[src/rtl/sout_pkg.sv]
package sout_pkg;
  // Static framing controls shared by the serializer stages.
  typedef struct packed {
    logic sck_pol;   // launch edge select
    logic fs_inv;    // strobe active low
    logic rdy_inv;   // ready active low
    logic pk;        // one strobe per I/Q pair
  } sout_cfg_t;
endpackage

[src/rtl/sout_buf.sv]
module sout_buf #(
  parameter int W = 16
) (
  input  logic             clk,
  input  logic             rst_n,
  input  logic             in_valid,
  output logic             in_ready,
  input  logic [W-1:0]     a_i,
  input  logic [W-1:0]     a_q,
  input  logic [W-1:0]     b_i,
  input  logic [W-1:0]     b_q,
  input  logic             take,
  output logic             full,
  output logic [2*W-1:0]   pair_a,
  output logic [2*W-1:0]   pair_b,
  output logic             overrun
);
  assign in_ready = !full;

  always_ff @(posedge clk or negedge rst_n) begin
    if (!rst_n) begin
      full    <= 1'b0;
      pair_a  <= '0;
      pair_b  <= '0;
      overrun <= 1'b0;
    end else begin
      if (in_valid && !full) begin
        full   <= 1'b1;
        pair_a <= {a_i, a_q};
        pair_b <= {b_i, b_q};
      end else if (take) begin
        full <= 1'b0;
      end
      if (in_valid && full) overrun <= 1'b1;
    end
  end
endmodule

[src/rtl/sout_ser.sv]
module sout_ser
  import sout_pkg::*;
#(
  parameter int W = 16
) (
  input  logic              clk,
  input  logic              rst_n,
  input  sout_cfg_t         cfg,
  input  logic              full,
  input  logic [2*W-1:0]    pair_a,
  input  logic [2*W-1:0]    pair_b,
  output logic              take,
  output logic              ser_a,
  output logic              ser_b,
  output logic              ser_sck,
  output logic              ser_fs,
  output logic              rdy
);
  localparam int FW = 2 * W;
  localparam int IW = $clog2(FW);

  logic          busy;
  logic          ph;     // 0: first half of bit, 1: second half
  logic [IW-1:0] idx;
  logic [FW-1:0] sh_a, sh_b;
  logic          last;
  logic          fs_act, rdy_act;

  assign last = busy && ph && (idx == IW'(FW - 1));
  assign take = full && (!busy || last);

  always_ff @(posedge clk or negedge rst_n) begin
    if (!rst_n) begin
      busy <= 1'b0;
      ph   <= 1'b0;
      idx  <= '0;
      sh_a <= '0;
      sh_b <= '0;
    end else if (take) begin
      busy <= 1'b1;
      ph   <= 1'b0;
      idx  <= '0;
      sh_a <= pair_a;
      sh_b <= pair_b;
    end else if (busy) begin
      ph <= !ph;
      if (ph) begin
        if (last) begin
          busy <= 1'b0;
        end else begin
          idx  <= idx + IW'(1);
          sh_a <= sh_a << 1;
          sh_b <= sh_b << 1;
        end
      end
    end
  end

  assign fs_act  = busy && ((idx == '0) || (!cfg.pk && (idx == IW'(W))));
  assign rdy_act = busy && (idx == '0);

  assign ser_a   = busy & sh_a[FW-1];
  assign ser_b   = busy & sh_b[FW-1];
  assign ser_sck = cfg.sck_pol ^ (busy & !ph);
  assign ser_fs  = cfg.fs_inv ^ fs_act;
  assign rdy     = cfg.rdy_inv ^ rdy_act;
endmodule

[src/rtl/sout_chain_rx.sv]
module sout_chain_rx #(
  parameter int W     = 16,
  parameter int SYNC  = 2
) (
  input  logic          clk,
  input  logic          rst_n,
  input  logic          cap_rise,
  input  logic          fs_inv,
  input  logic          sck_in,
  input  logic          slv_a,
  input  logic          slv_b,
  input  logic          slv_fs,
  output logic          rx_valid,
  output logic          rx_is_q,
  output logic [W-1:0]  rx_a,
  output logic [W-1:0]  rx_b
);
  localparam int FW = 2 * W;
  localparam int CW = $clog2(FW + 1);

  // stage vector: {sck, fs, b, a}
  logic [3:0] sy [SYNC];
  logic [3:0] cur;
  logic       prev_sck;

  always_ff @(posedge clk or negedge rst_n) begin
    if (!rst_n) sy[0] <= '0;
    else        sy[0] <= {sck_in, slv_fs, slv_b, slv_a};
  end

  for (genvar k = 1; k < SYNC; k++) begin : g_sync
    always_ff @(posedge clk or negedge rst_n) begin
      if (!rst_n) sy[k] <= '0;
      else        sy[k] <= sy[k-1];
    end
  end

  assign cur = sy[SYNC-1];

  logic          cap, fs_act, active;
  logic [CW-1:0] cnt, nc;
  logic [W-1:0]  sh_a, sh_b, nx_a, nx_b;

  assign cap    = cap_rise ? (cur[3] & !prev_sck) : (!cur[3] & prev_sck);
  assign fs_act = cur[2] ^ fs_inv;
  assign nc     = cnt + CW'(1);
  assign nx_a   = {sh_a[W-2:0], cur[0]};
  assign nx_b   = {sh_b[W-2:0], cur[1]};

  always_ff @(posedge clk or negedge rst_n) begin
    if (!rst_n) begin
      prev_sck <= 1'b0;
      active   <= 1'b0;
      cnt      <= '0;
      sh_a     <= '0;
      sh_b     <= '0;
      rx_valid <= 1'b0;
      rx_is_q  <= 1'b0;
      rx_a     <= '0;
      rx_b     <= '0;
    end else begin
      prev_sck <= cur[3];
      rx_valid <= 1'b0;
      if (cap && (active || fs_act)) begin
        sh_a <= nx_a;
        sh_b <= nx_b;
        if (nc == CW'(FW)) begin
          active <= 1'b0;
          cnt    <= '0;
        end else begin
          active <= 1'b1;
          cnt    <= nc;
        end
        if (nc == CW'(W) || nc == CW'(FW)) begin
          rx_valid <= 1'b1;
          rx_is_q  <= (nc == CW'(FW));
          rx_a     <= nx_a;
          rx_b     <= nx_b;
        end
      end
    end
  end
endmodule

[src/rtl/sout_port.sv]
module sout_port
  import sout_pkg::*;
#(
  parameter int WORD_W      = 16,
  parameter int SYNC_STAGES = 2
) (
  input  logic              clk,
  input  logic              rst_n,
  input  logic              cfg_en,
  input  logic              cfg_sck_pol,
  input  logic              cfg_fs_inv,
  input  logic              cfg_rdy_inv,
  input  logic              cfg_packed,
  input  logic              cfg_slv_pol,
  input  logic              in_valid,
  output logic              in_ready,
  input  logic [WORD_W-1:0] in_a_i,
  input  logic [WORD_W-1:0] in_a_q,
  input  logic [WORD_W-1:0] in_b_i,
  input  logic [WORD_W-1:0] in_b_q,
  output logic              ser_a,
  output logic              ser_b,
  output logic              ser_sck,
  output logic              ser_fs,
  output logic              ser_oe,
  output logic              rdy,
  output logic              overrun,
  input  logic              sck_in,
  input  logic              slv_a,
  input  logic              slv_b,
  input  logic              slv_fs,
  output logic              rx_valid,
  output logic              rx_is_q,
  output logic [WORD_W-1:0] rx_a,
  output logic [WORD_W-1:0] rx_b
);
  localparam int FW = 2 * WORD_W;

  sout_cfg_t       cfg;
  logic            full, take;
  logic [FW-1:0]   pair_a, pair_b;

  assign cfg    = '{sck_pol: cfg_sck_pol, fs_inv: cfg_fs_inv,
                    rdy_inv: cfg_rdy_inv, pk: cfg_packed};
  assign ser_oe = cfg_en;

  sout_buf #(.W(WORD_W)) u_buf (
    .clk(clk), .rst_n(rst_n), .in_valid(in_valid), .in_ready(in_ready),
    .a_i(in_a_i), .a_q(in_a_q), .b_i(in_b_i), .b_q(in_b_q),
    .take(take), .full(full), .pair_a(pair_a), .pair_b(pair_b),
    .overrun(overrun)
  );

  sout_ser #(.W(WORD_W)) u_ser (
    .clk(clk), .rst_n(rst_n), .cfg(cfg), .full(full),
    .pair_a(pair_a), .pair_b(pair_b), .take(take),
    .ser_a(ser_a), .ser_b(ser_b), .ser_sck(ser_sck),
    .ser_fs(ser_fs), .rdy(rdy)
  );

  sout_chain_rx #(.W(WORD_W), .SYNC(SYNC_STAGES)) u_rx (
    .clk(clk), .rst_n(rst_n), .cap_rise(cfg_slv_pol), .fs_inv(cfg_fs_inv),
    .sck_in(sck_in), .slv_a(slv_a), .slv_b(slv_b), .slv_fs(slv_fs),
    .rx_valid(rx_valid), .rx_is_q(rx_is_q), .rx_a(rx_a), .rx_b(rx_b)
  );
endmodule

[config.mk]
export PLATFORM = sky130hd
export DESIGN_NAME = sout_port
export DESIGN_NICKNAME = d
export VERILOG_FILES = /design/src/rtl/sout_pkg.sv /design/src/rtl/sout_buf.sv /design/src/rtl/sout_ser.sv /design/src/rtl/sout_chain_rx.sv /design/src/rtl/sout_port.sv
export SDC_FILE = /design/constraint.sdc
export NUM_CORES = 1
export LEC_CHECK = 0
export ABC_CLOCK_PERIOD_IN_PS = 5500
export BUFFER_PORTS_ARGS = -buffer_cell sky130_fd_sc_hd__buf_2
export CAP_MARGIN = 10
export CORE_ASPECT_RATIO = 1.75
export CORE_MARGIN = 2
export CORE_UTILIZATION = 60
export CTS_CLUSTER_DIAMETER = 30
export DETAILED_ROUTE_END_ITERATION = 10
export GPL_ROUTABILITY_DRIVEN = 0
export GPL_TIMING_DRIVEN = 0
export PLACE_DENSITY = 0.82
export REMOVE_ABC_BUFFERS = 1
export SETUP_SLACK_MARGIN = 0.02
export SYNTH_ARGS = -nofsm -noshare
export SYNTH_HDL_FRONTEND = slang
export SYNTH_HIERARCHICAL = 1
export SYNTH_SLANG_ARGS = --single-unit
[constraint.sdc]
create_clock -name clk -period 5.5 [get_ports clk]
set_input_delay 1.1 -clock clk [delete_from_list [all_inputs] [get_ports clk]]
set_output_delay 1.1 -clock clk [all_outputs]
set_load 0.05 [all_outputs]
## Yosys cells after proc, flatten, opt, wreduce, memory -nomap -nowiden

Index checks and enable logic that the tools add are counted.
W data, S select, Z words.

| cells by class | value |
|---|---|
| bitwise operators | 9 |
| $add $sub $neg | 2 |
| multiplexer cells | 25 |
| reductions and logical operators | 25 |
| eq/ne operators | 5 |

Operator list:

| cell | count |
|---|---|
| $mux W32 | 8 |
| $mux W5 | 4 |
| $mux W1 | 12 |
| $eq A5 B5 Y1 const B | 2 |
| $logic_and A1 B1 Y1 | 9 |
| $add A6 B1 Y6 const B | 1 |
| $eq A6 B5 Y1 const B | 1 |
| $eq A6 B6 Y1 const B | 1 |
| $logic_not A1 Y1 | 6 |
| $mux W6 | 1 |
| $reduce_bool A2 Y1 | 3 |
| $add A5 B1 Y5 const B | 1 |
| $and A1 B1 Y1 | 5 |
| $logic_not A5 Y1 | 1 |
| $logic_or A1 B1 Y1 | 4 |
| $xor A1 B1 Y1 | 4 |
| $reduce_and A3 Y1 | 1 |
| $ne A2 B2 Y1 const B | 1 |
| $reduce_and A2 Y1 | 1 |

| word-level totals | value |
|---|---|
| output and inout bits | 42 |
| logic and storage cells | 86 |
| flip-flop bits (word level) | 217 |
| bits of input ports | 77 |

## Longest topological paths before layout

Gate-level depths: netlist (run 1).

| depth | value |
|---|---|
| depth after elaboration | 6 |
| depth in mapped cells | 8 |
| depth with buffers taken out | 6 |

## Cells and area by module

The synthesis (run 1) kept the hierarchy.

By module, submodules not included:

| module | instances | cells each | area an instance (µm²) | sequential area each (µm²) |
|---|---|---|---|---|
| sout_ser | 1 | 263 | 3254.4 | 1776.7 |
| sout_chain_rx | 1 | 263 | 3085.5 | 2001.9 |
| sout_buf | 1 | 141 | 2716.4 | 1651.6 |
| sout_port | 1 | 1 | 7.5 | 0.0 |

## Least setup slack after synthesis (run 1)

No wires, ideal clock.

| path | value |
|---|---|
| path type | input-to-output |
| start point | input cfg_packed |
| end point | output ser_fs |
| required time | 4400 ps |
| stages on the path | 2 |
| arrival | 2358 ps |
| setup slack | 2042 ps |
| buffers on the path | 0 |
| path through | a2111oi_0 -> xor2_1 |

| between the ends | value |
|---|---|
| word-level cells in the longest chain between the ends | 5 |

Ends and longest elaborated chain:

| item | RTL line | source |
|---|---|---|
| from (decl) | sout_port.sv:13 | `input logic cfg_packed,` |
| $logic_not A1 Y1 | sout_ser.sv:59 | `assign fs_act = busy && ((idx == '0) \|\| (!cfg.pk && (idx == IW'(W))));` |
| $logic_and A1 B1 Y1 | sout_ser.sv:59 |  |
| $logic_or A1 B1 Y1 | sout_ser.sv:59 |  |
| $logic_and A1 B1 Y1 | sout_ser.sv:59 |  |
| $xor A1 B1 Y1 | sout_ser.sv:65 | `assign ser_fs = cfg.fs_inv ^ fs_act;` |
| to (decl) | sout_port.sv:24 | `output logic ser_fs,` |

No other way between the ends.

## Worst setup path in the final report (run 1)

| path | value |
|---|---|
| start point | register u_ser.idx[0] |
| end point | output ser_fs |

| between the ends | value |
|---|---|
| word-level cells in the longest chain between the ends | 5 |
| elaborated cells between the ends (all ways) | 6 |
| classes of those cells | eq/ne: 1; bitwise: 1; reduce/logical: 4 |

Ends and longest elaborated chain:

| item | RTL line | source |
|---|---|---|
| from (decl) | sout_ser.sv:24 | `logic [IW-1:0] idx;` |
| from (signal assigned) | sout_ser.sv:51 | `idx <= idx + IW'(1);` |
| $eq A5 B5 Y1 | sout_ser.sv:59 |  |
| $logic_and A1 B1 Y1 | sout_ser.sv:59 |  |
| $logic_or A1 B1 Y1 * | sout_ser.sv:59 |  |
| $logic_and A1 B1 Y1 * | sout_ser.sv:59 |  |
| $xor A1 B1 Y1 * | sout_ser.sv:65 |  |

Every way passes the cells marked *; elsewhere a longest branch is shown, timed or not.

==> results of run 1 <==
## final timing paths
| kind | end | slack (ns) | cells after the start |
|---|---|---|---|
| max | ser_fs | 2.15 | 6 |
| min | u_rx/cur[0]$_DFF_PN0_ | 0.35 | 0 |
| max reg2reg | u_rx/rx_b[0]$_DFFE_PN0P_ | 2.61 | 7 |
| min reg2reg | u_rx/cur[0]$_DFF_PN0_ | 0.35 | 0 |
| max in group asynchronous | u_ser/sh_a[17]$_DFFE_PN0P_ | 3.87 | 2 |
| min in group asynchronous | u_rx/sy[6]$_DFF_PN0_ | 0.61 | 1 |
## kinds of logic after synthesis
kind of cell | share of synthesized area [%]
adder cells (fa/ha/maj) | 0.552
buffers and inverters | 4.18
AO/OA/AOI/OAI | 9.08
AND/OR/NAND/NOR | 11.1
XOR/XNOR | 0.773
multiplexers | 14.4
flip-flops | 59.9
## state kept, by name, summed over array words and instances, names as in the netlist, 4 cells and up
register,cells
u_buf/pair_b,32
u_ser/sh_a,32
u_ser/idx,5
u_rx/sh_a,15
u_buf/pair_a,32
u_rx/sy,4
u_rx/cur,4
u_rx/rx_b,16
u_ser/sh_b,32
u_rx/sh_b,15
u_rx/rx_a,16
u_rx/cnt,6
## per-layer routing
layer  up-vias  share of wire [%]
met5         -                  0
met4         0                2.5
met3        39                4.7
met2       206                 53
met1      2993                 40
li1       2626                  -
## metrics by stage
stage,util (%),instances
2_1_floorplan,-,621
6_report,72.5,980
4_1_cts,72.5,980
3_5_place_dp,65.5,928
5_1_grt,72.5,980
3_3_place_gp,64.2,920
## critical path: cells and delay by family, from the launching register on
family                     cells  cell delay, ns
adders and majority gates      1            0.14
xor gates and xnor gates       1            0.19
buffers and inverters          2            0.35
DFF                            1            0.41
AOI/OAI and AO/OA              1            0.58
and+or+nand+nor                1            0.07
## report_power, final
group / leakage [nW] / internal (mW) / total, mW / switching (mW)
sequential: 2.79 / 1.91 / 2.13 / 0.215
combinational: 2.34 / 0.369 / 0.753 / 0.384
clock: 0.501 / 1.20 / 1.97 / 0.763
## area by class of cell
cell class	count	area, um2
Sequential cell	217	5430
Fill cell	933	4070
Multi-Input combinational cell	397	3280
Timing Repair Buffer	124	761
Clock buffer	30	739
Clock inverter	22	302
Tap cell	183	229
Inverter	7	26.3
## layout by cell type (no fill, tap or decap), types with 3 or more instances in the layout
cell | synthesis | layout
and3_2 | 6 | 6
mux2_2 | 18 | 18
mux2_4 | 49 | 49
a21oi_1 | 4 | 4
dfrtp_1 | 217 | 216
inv_1 | 7 | 7
buf_12 | 6 | 5
inv_6 | 0 | 6
nand2_1 | 102 | 102
clkinvlp_4 | 0 | 3
ha_1 | 4 | 4
a221o_1 | 62 | 62
o21ai_0 | 4 | 4
buf_2 | 9 | 115
inv_8 | 0 | 5
and3_1 | 59 | 59
nor2_1 | 7 | 7
mux2_1 | 32 | 32
clkbuf_16 | 0 | 29
xor2_1 | 6 | 6
bufinv_16 | 0 | 4
a22o_1 | 6 | 6
==> run metrics, run 1 <==
Post-CTS Resized=0; Initial Util=61.1%; Post-synth top cells=dfrtp_1, nand2_1, a221o_1; status=finished, final reports clean; Post-synth EDFFs=0; initial antenna violation count=0; final worst slack=2.15 ns; Die Wd=96.9 um; Top Usage Layer GRT=met2; syn_area_per_cell=13.6 um2; met3 track demand over resource=3.90%; sequential area share after synthesis=59.9%; die height=167 um; Layout Nets=856; residual DRC count=0; RSZ-0062 raised after global routing=no; Pre-antenna DRT Iters=4; Hold Buf Count CTS=0; largest net degree at the start of global routing=123; Hold Path Class=reg -> reg; M2 GR Usage=40.2%; Total GRT Usage=23.2%; post-synth design cell area=0.00906 mm2; vias in the first global route=6330; reg2reg start=u_rx/cur[3]$_DFF_PN0_; Post-CTS Setup Repair Bufs=0; Max Slew Vio Count=0; CTS sink cnt=217; Final Hold Viols=0; Final Power=4.85 mW; clock root buffer=clkbuf_16; Antenna Cells=0; Final Setup Violations=0; Post-Place Worst Slack=1.80 ns; CTS tree=built; core area=0.0148 mm2; htree depth=1; DP HPWL=11200 um; register bit total from synthesis=217; CP arrival=2.25 ns; largest cells by area after synthesis=dfrtp_1, mux2_4, a221o_1; Synth area leader=dfrtp_1; Final TNS setup=0 ns; Netlist cell types=52; total wire length=18400 um; startpoint of the worst hold path=u_rx/sy[4]$_DFF_PN0_; Final period util=61.0%; Worst Setup SP=u_ser/idx[0]$_DFFE_PN0P_; Peak Freq=298 MHz; share of the synthesized area in the top cell type=59.9%; M1 GR Usage=29.7%; crit-path cells=inv_1 -> ha_1 -> nand2_1 -> a2111oi_0 -> xor2_1 -> buf_2; Min Hold Slack=0.354 ns; Final ANT Viol Nets=0; Bufs on Longest Clock Path=3; count leader, synth=dfrtp_1; via/cell ratio=5.98; Area Overhead vs Synth=18.8%; worst skew pair latency=0.52 ns; final instance area=0.0108 mm2; Least-Margin Pin Slew=1.25 ns; Post-Syn Instances=668; Placed Area=0.00972 mm2; row cnt=59; share of layout cells above drive strength 1=32.9%; first-pass GRT wire length=31400 um; Die Area=0.0161 mm2; initial DRC count=284; Main synth FF type=dfrtp_1; via count=5864; critical path type=reg -> out; CTS clk-pin slew, worst paths=0.06 ns; GRT overflow=0; ys async rst share=100%; io pins=119; Inserted Clock Buffers=28; VDD IR max=0.380 mV; Synth Warn #=6; critical path endpoint category=primary output; Avg WL per Cell=18.8 um; Static Leak=5.63 nW; kind of start point of the critical path=register; min Tclk post-route=3.35 ns; max cap viols=0; Slew HR=16.9%; PortBufs=116; clock skew=0.0202 ns; Critical Path Max Stage Delay=0.58 ns; crit-path max FO=4; Worst Path Required=4.40 ns; Pwr per Cell Area=451 mW/mm2; slowest CP cell=a2111oi_0
(Power assumes the default switching activity.)
==> inputs of run 2 (changes only) <==
Settings changed: ABC_CLOCK_PERIOD_IN_PS 5500 to 2970, CORE_UTILIZATION 60 to 52, PLACE_DENSITY 0.82 to 0.76.
Clock period 5.5 ns to 2.97 ns, I/O delays scaled along.
==> run 2 against run 1 <==
- worst setup slack got worse by 2.0 ns
- via count fell by 0.68%
- hold slack lost 0.31 ns
- core utilization fell by 8.1 points
- wire length decreased by 0.43%
- critical path depth unchanged
- critical endpoint unchanged
- design area rose by 1.9%
- flip-flop and latch count did not move
- sequential share of layout area fell by 0.93 points
- clock skew is 0.0079 ns lower
==> run metrics, run 2 (same netlist as run 1, synthesis figures left out) <==
Least-Margin Pin Slew=1.03 ns; CTS tree=built; M2 GR Usage=36.1%; Pre-antenna DRT Iters=4; Total GRT Usage=19.9%; Pwr per Cell Area=831 mW/mm2; M1 GR Usage=23.6%; RSZ-0062 raised after global routing=no; post-route insts no fill=1039; Static Leak=5.72 nW; Slew HR=31.0%; most common cell after layout, fill and taps aside=dfrtp_1; Final period util=94.8%; crit-path cells=inv_1 -> ha_1 -> nand2_1 -> a2111oi_0 -> xor2_1 -> buf_2; met3 track demand over resource=3.24%; final instance area=0.0110 mm2; most frequent cells in the layout=dfrtp_1, buf_2, nand2_1; htree depth=2; vias in the first global route=6388; Final ANT Viol Nets=0; Area Overhead vs Synth=21.0%; total wire length=18400 um; Bufs on Longest Clock Path=3; crit-path max FO=4; fill cell count=1273; Critical Path Max Stage Delay=0.62 ns; status=finished, final reports clean; Peak Freq=355 MHz; initial DRC count=246; residual DRC count=0; Antenna Cells=0; via/cell ratio=5.61; Initial Util=53.2%; kind of start point of the critical path=register; GRT overflow=0; share of layout cells above drive strength 1=33.5%; Placed Area=0.00978 mm2; largest net degree at the start of global routing=87; Worst Path Required=2.38 ns; clock root buffer=clkbuf_16; Hold Buf Count CTS=0; CTS clk-pin slew, worst paths=0.05 ns; critical path endpoint category=primary output; Final Hold Viols=0; VDD IR max=0.702 mV; Die Area=0.0185 mm2; Layout Nets=870; initial antenna violation count=0; core area=0.0170 mm2; first-pass GRT wire length=30500 um; Inserted Clock Buffers=34; via count=5824; CP arrival=2.22 ns; Die Wd=104 um; dpl cells=972; row cnt=63; Top Usage Layer GRT=met2; worst skew pair latency=0.48 ns; Final Setup Violations=0; die height=179 um; Max Slew Vio Count=0; Avg WL per Cell=17.7 um; io pins=119; Hold Path Class=in -> async; max cap viols=0; DP HPWL=11400 um; PortBufs=116; r2r setup slk=0.35 ns; CTS sink cnt=217; critical path type=reg -> out; slowest CP cell=a2111oi_0; min Tclk post-route=2.81 ns; clock skew=0.0123 ns
==> run 2: what timing repair did <==
item                                   CTS  global route
resized for setup                        0             0
endpoints found under the hold margin    0             0
buffers inserted                         0             7
setup endpoints to repair                0            16
==> run 2: area by class of cell <==
| cell class | count | area, um2 | share of cell area, % |
|---|---|---|---|
| clock buffer | 45 | 963 | 8.78 |
| clock inverter | 14 | 140 | 1.28 |
| inverter | 7 | 26.3 | 0.240 |
| multi-input combinational | 397 | 3280 | 29.9 |
| sequential | 217 | 5430 | 49.5 |
| tap | 227 | 284 | 2.59 |
| timing repair buffer | 132 | 846 | 7.71 |
==> run 2: path summary, 6_finish.rpt <==
path / startpoint / end / cells after the start
setup reg to reg: u_ser/idx[0]$_DFFE_PN0P_ / u_ser/sh_a[4]$_DFFE_PN0P_ / 7
hold reg to reg: u_rx/sy[7]$_DFF_PN0_ / u_rx/cur[3]$_DFF_PN0_ / 0
hold / removal: rst_n / u_rx/rx_is_q$_DFFE_PN0P_ / 1
max in group asynchronous: rst_n / u_ser/sh_a[8]$_DFFE_PN0P_ / 3
setup / recovery: u_ser/idx[0]$_DFFE_PN0P_ / ser_fs / 6
min in group clk: slv_a / u_rx/sy[4]$_DFF_PN0_ / 1
==> run 2: metrics by stage <==
stage	worst slack (ns)	TNS [ns]	hold WS (ns)	utilization (%)	total power, mW
4_1_cts	0.140	0	0.0536	63.9	9.20
3_5_place_dp	-0.223	-3.29	0.336	57.4	5.38
5_1_grt	0.0576	0	0.0646	64.4	9.55
3_3_place_gp	-2.16	-704.29	0.333	56.2	5.24
2_1_floorplan	-0.480	-27.10	0.298	-	4.90
6_report	0.155	0	0.0424	64.4	9.11
==> run 2: power breakdown <==
| group | switching, mW | internal, mW | total, mW |
|---|---|---|---|
| Sequential | 0.399 | 3.55 | 3.95 |
| Combinational | 0.711 | 0.692 | 1.40 |
| Clock | 1.31 | 2.45 | 3.76 |
| Total | 2.42 | 6.70 | 9.11 |
==> run 2: routing by layer <==
| metal | part of all wire [%] | vias up |
|---|---|---|
| met5 | 0 | - |
| met4 | 2.3 | 0 |
| met3 | 4.5 | 44 |
| met2 | 53 | 196 |
| met1 | 40 | 2934 |
| li1 | - | 2650 |
==> run 2: worst max-delay path, delay by kind of cell (launching register included) <==
family	cells	cell delay [ns]
buffers and inverters	2	0.34
adders and majority gates	1	0.14
DFF	1	0.41
AOI/OAI and AO/OA	1	0.62
and+or+nand+nor	1	0.06
xor gates and xnor gates	1	0.18
==> inputs of run 3 (changes only) <==
--- a/config.mk
+++ b/config.mk
@@ -9,5 +9,5 @@
 export BUFFER_PORTS_ARGS = -buffer_cell sky130_fd_sc_hd__buf_2
 export CAP_MARGIN = 10
-export CORE_ASPECT_RATIO = 1.75
+export CORE_ASPECT_RATIO = 0.75
 export CORE_MARGIN = 2
 export CORE_UTILIZATION = 52
==> constraint.sdc (replaced) <==
create_clock -name clk -period 2.97 [get_ports clk]
set_input_delay 0.594 -clock clk [delete_from_list [all_inputs] [get_ports clk]]
set_output_delay 0.594 -clock clk [all_outputs]
set_load 0.01 [all_outputs]
==> run 3 against run 2 <==
- die area decreased by 0.17%
- global-route usage increased by 1.0 points
- first-iteration DRC count increased by 41%
- fmax increased by 7.1%
- clock skew increased by 0.014 ns
- hold slack improved by 0.018 ns
- highest routed layer unchanged
==> run metrics, run 3 (same netlist as run 1, synthesis figures left out) <==
Die Wd=156 um; critical path endpoint category=primary output; Inserted Clock Buffers=37; via count=5807; dpl cells=959; Max Slew Vio Count=0; worst reg2reg endpoint=u_ser/sh_b[1]$_DFFE_PN0P_; Peak Freq=380 MHz; share of layout cells above drive strength 1=33.9%; status=finished, final reports clean; max cap viols=0; Total GRT Usage=20.9%; Least-Margin Pin Slew=1.09 ns; Min Hold Slack=0.0609 ns; RSZ-0062 raised after global routing=no; clock root buffer=clkbuf_16; VDD IR max=0.492 mV; Post-Place Worst Slack=-0.216 ns; Slew HR=27.6%; most common cell after layout, fill and taps aside=dfrtp_1; initial antenna violation count=1; largest net degree at the start of global routing=134; Pwr per Cell Area=869 mW/mm2; Worst Path Required=2.38 ns; Layout Nets=867; CTS sink cnt=217; clock skew=0.0267 ns; worst skew pair latency=0.51 ns; core area=0.0169 mm2; r2r setup slk=0.38 ns; most frequent cells in the layout=dfrtp_1, buf_2, nand2_1; row cnt=41; via/cell ratio=5.64; final worst slack=0.342 ns; PortBufs=116; first-pass GRT wire length=31400 um; Final period util=88.5%; vias in the first global route=5985; post-route insts no fill=1029; initial DRC count=348; Area Overhead vs Synth=23.1%; Initial Util=53.5%; final core utilization=65.9%; Post-CTS Resized=0; io pins=119; min Tclk post-route=2.63 ns; Final ANT Viol Nets=0; DP HPWL=11100 um; reg2reg start=u_ser/idx[0]$_DFFE_PN0P_; Die Area=0.0185 mm2; Bufs on Longest Clock Path=3; kind of start point of the critical path=register; die height=118 um; Final Setup Violations=0; Final Hold Viols=0; Hold Path Class=in -> async; Final TNS setup=0 ns; GRT overflow=0; CP arrival=2.03 ns; CTS clk-pin slew, worst paths=0.05 ns; R2R depth=7; CTS tree=built; residual DRC count=0; Avg WL per Cell=18.0 um; Pre-antenna DRT Iters=4; critical path type=reg -> out; total wire length=18500 um; Static Leak=5.81 nW; crit-path max FO=4; htree depth=2
[run 3: repair_timing]
action	in CTS	in global routing
hold buffers	0	0
endpoints found under the setup margin	1	0
setup buffers	2	0
[run 3: worst max-delay path: stages (launching register included)]
cell       delay, ns
dfrtp_1         0.42
inv_1           0.08
ha_1            0.16
nand2_1         0.07
a2111oi_0       0.51
xor2_1          0.17
buf_2           0.14
[run 3: area by class of cell]
class | instances | area, um2
sequential | 217 | 5430
fill | 1222 | 5770
antenna | 1 | 2.50
timing repair buffer | 126 | 801
clock inverter | 23 | 342
clock buffer | 43 | 1010
multi-input combinational | 397 | 3280
tap | 215 | 269
inverter | 7 | 26.3
[run 3: worst max-delay path by stage]
stage / slack (ns) / cells after the start / to / start
2_1_floorplan: -0.48 / 5 / u_rx/cnt[2]$_DFFE_PN0P_ / cfg_fs_inv
3_3_place_gp: -2.14 / 5 / u_rx/cnt[5]$_DFFE_PN0P_ / cfg_fs_inv
5_1_grt: 0.15 / 6 / ser_fs / u_ser/idx[0]$_DFFE_PN0P_
4_1_cts: 0.29 / 6 / ser_fs / u_ser/idx[0]$_DFFE_PN0P_
3_5_place_dp: -0.22 / 7 / u_rx/rx_b[7]$_DFFE_PN0P_ / cfg_fs_inv
6_report: 0.34 / 6 / ser_fs / u_ser/idx[0]$_DFFE_PN0P_
[run 3: power breakdown]
group | internal, mW | switching [mW] | leakage (nW)
Clock | 3.08 | 1.50 | 0.660
Sequential | 3.55 | 0.400 | 2.79
Combinational | 0.688 | 0.477 | 2.35
Total | 7.32 | 2.38 | 5.81
[run 3: stage by stage]
stage          area [um2]  power (mW)
3_5_place_dp         9760        5.14
5_1_grt             11200        10.1
6_report            11200        9.70
3_3_place_gp         9560        5.01
2_1_floorplan        8710        4.66
4_1_cts             11100        9.78
[run 3: metal layers]
metal,track usage [%],vias up,wire (um)
met5,0,-,0
met2,32.0,158,8780
met1,29.8,2958,8490
met4,6.48,0,341
li1,-,2655,-
met3,4.62,36,906
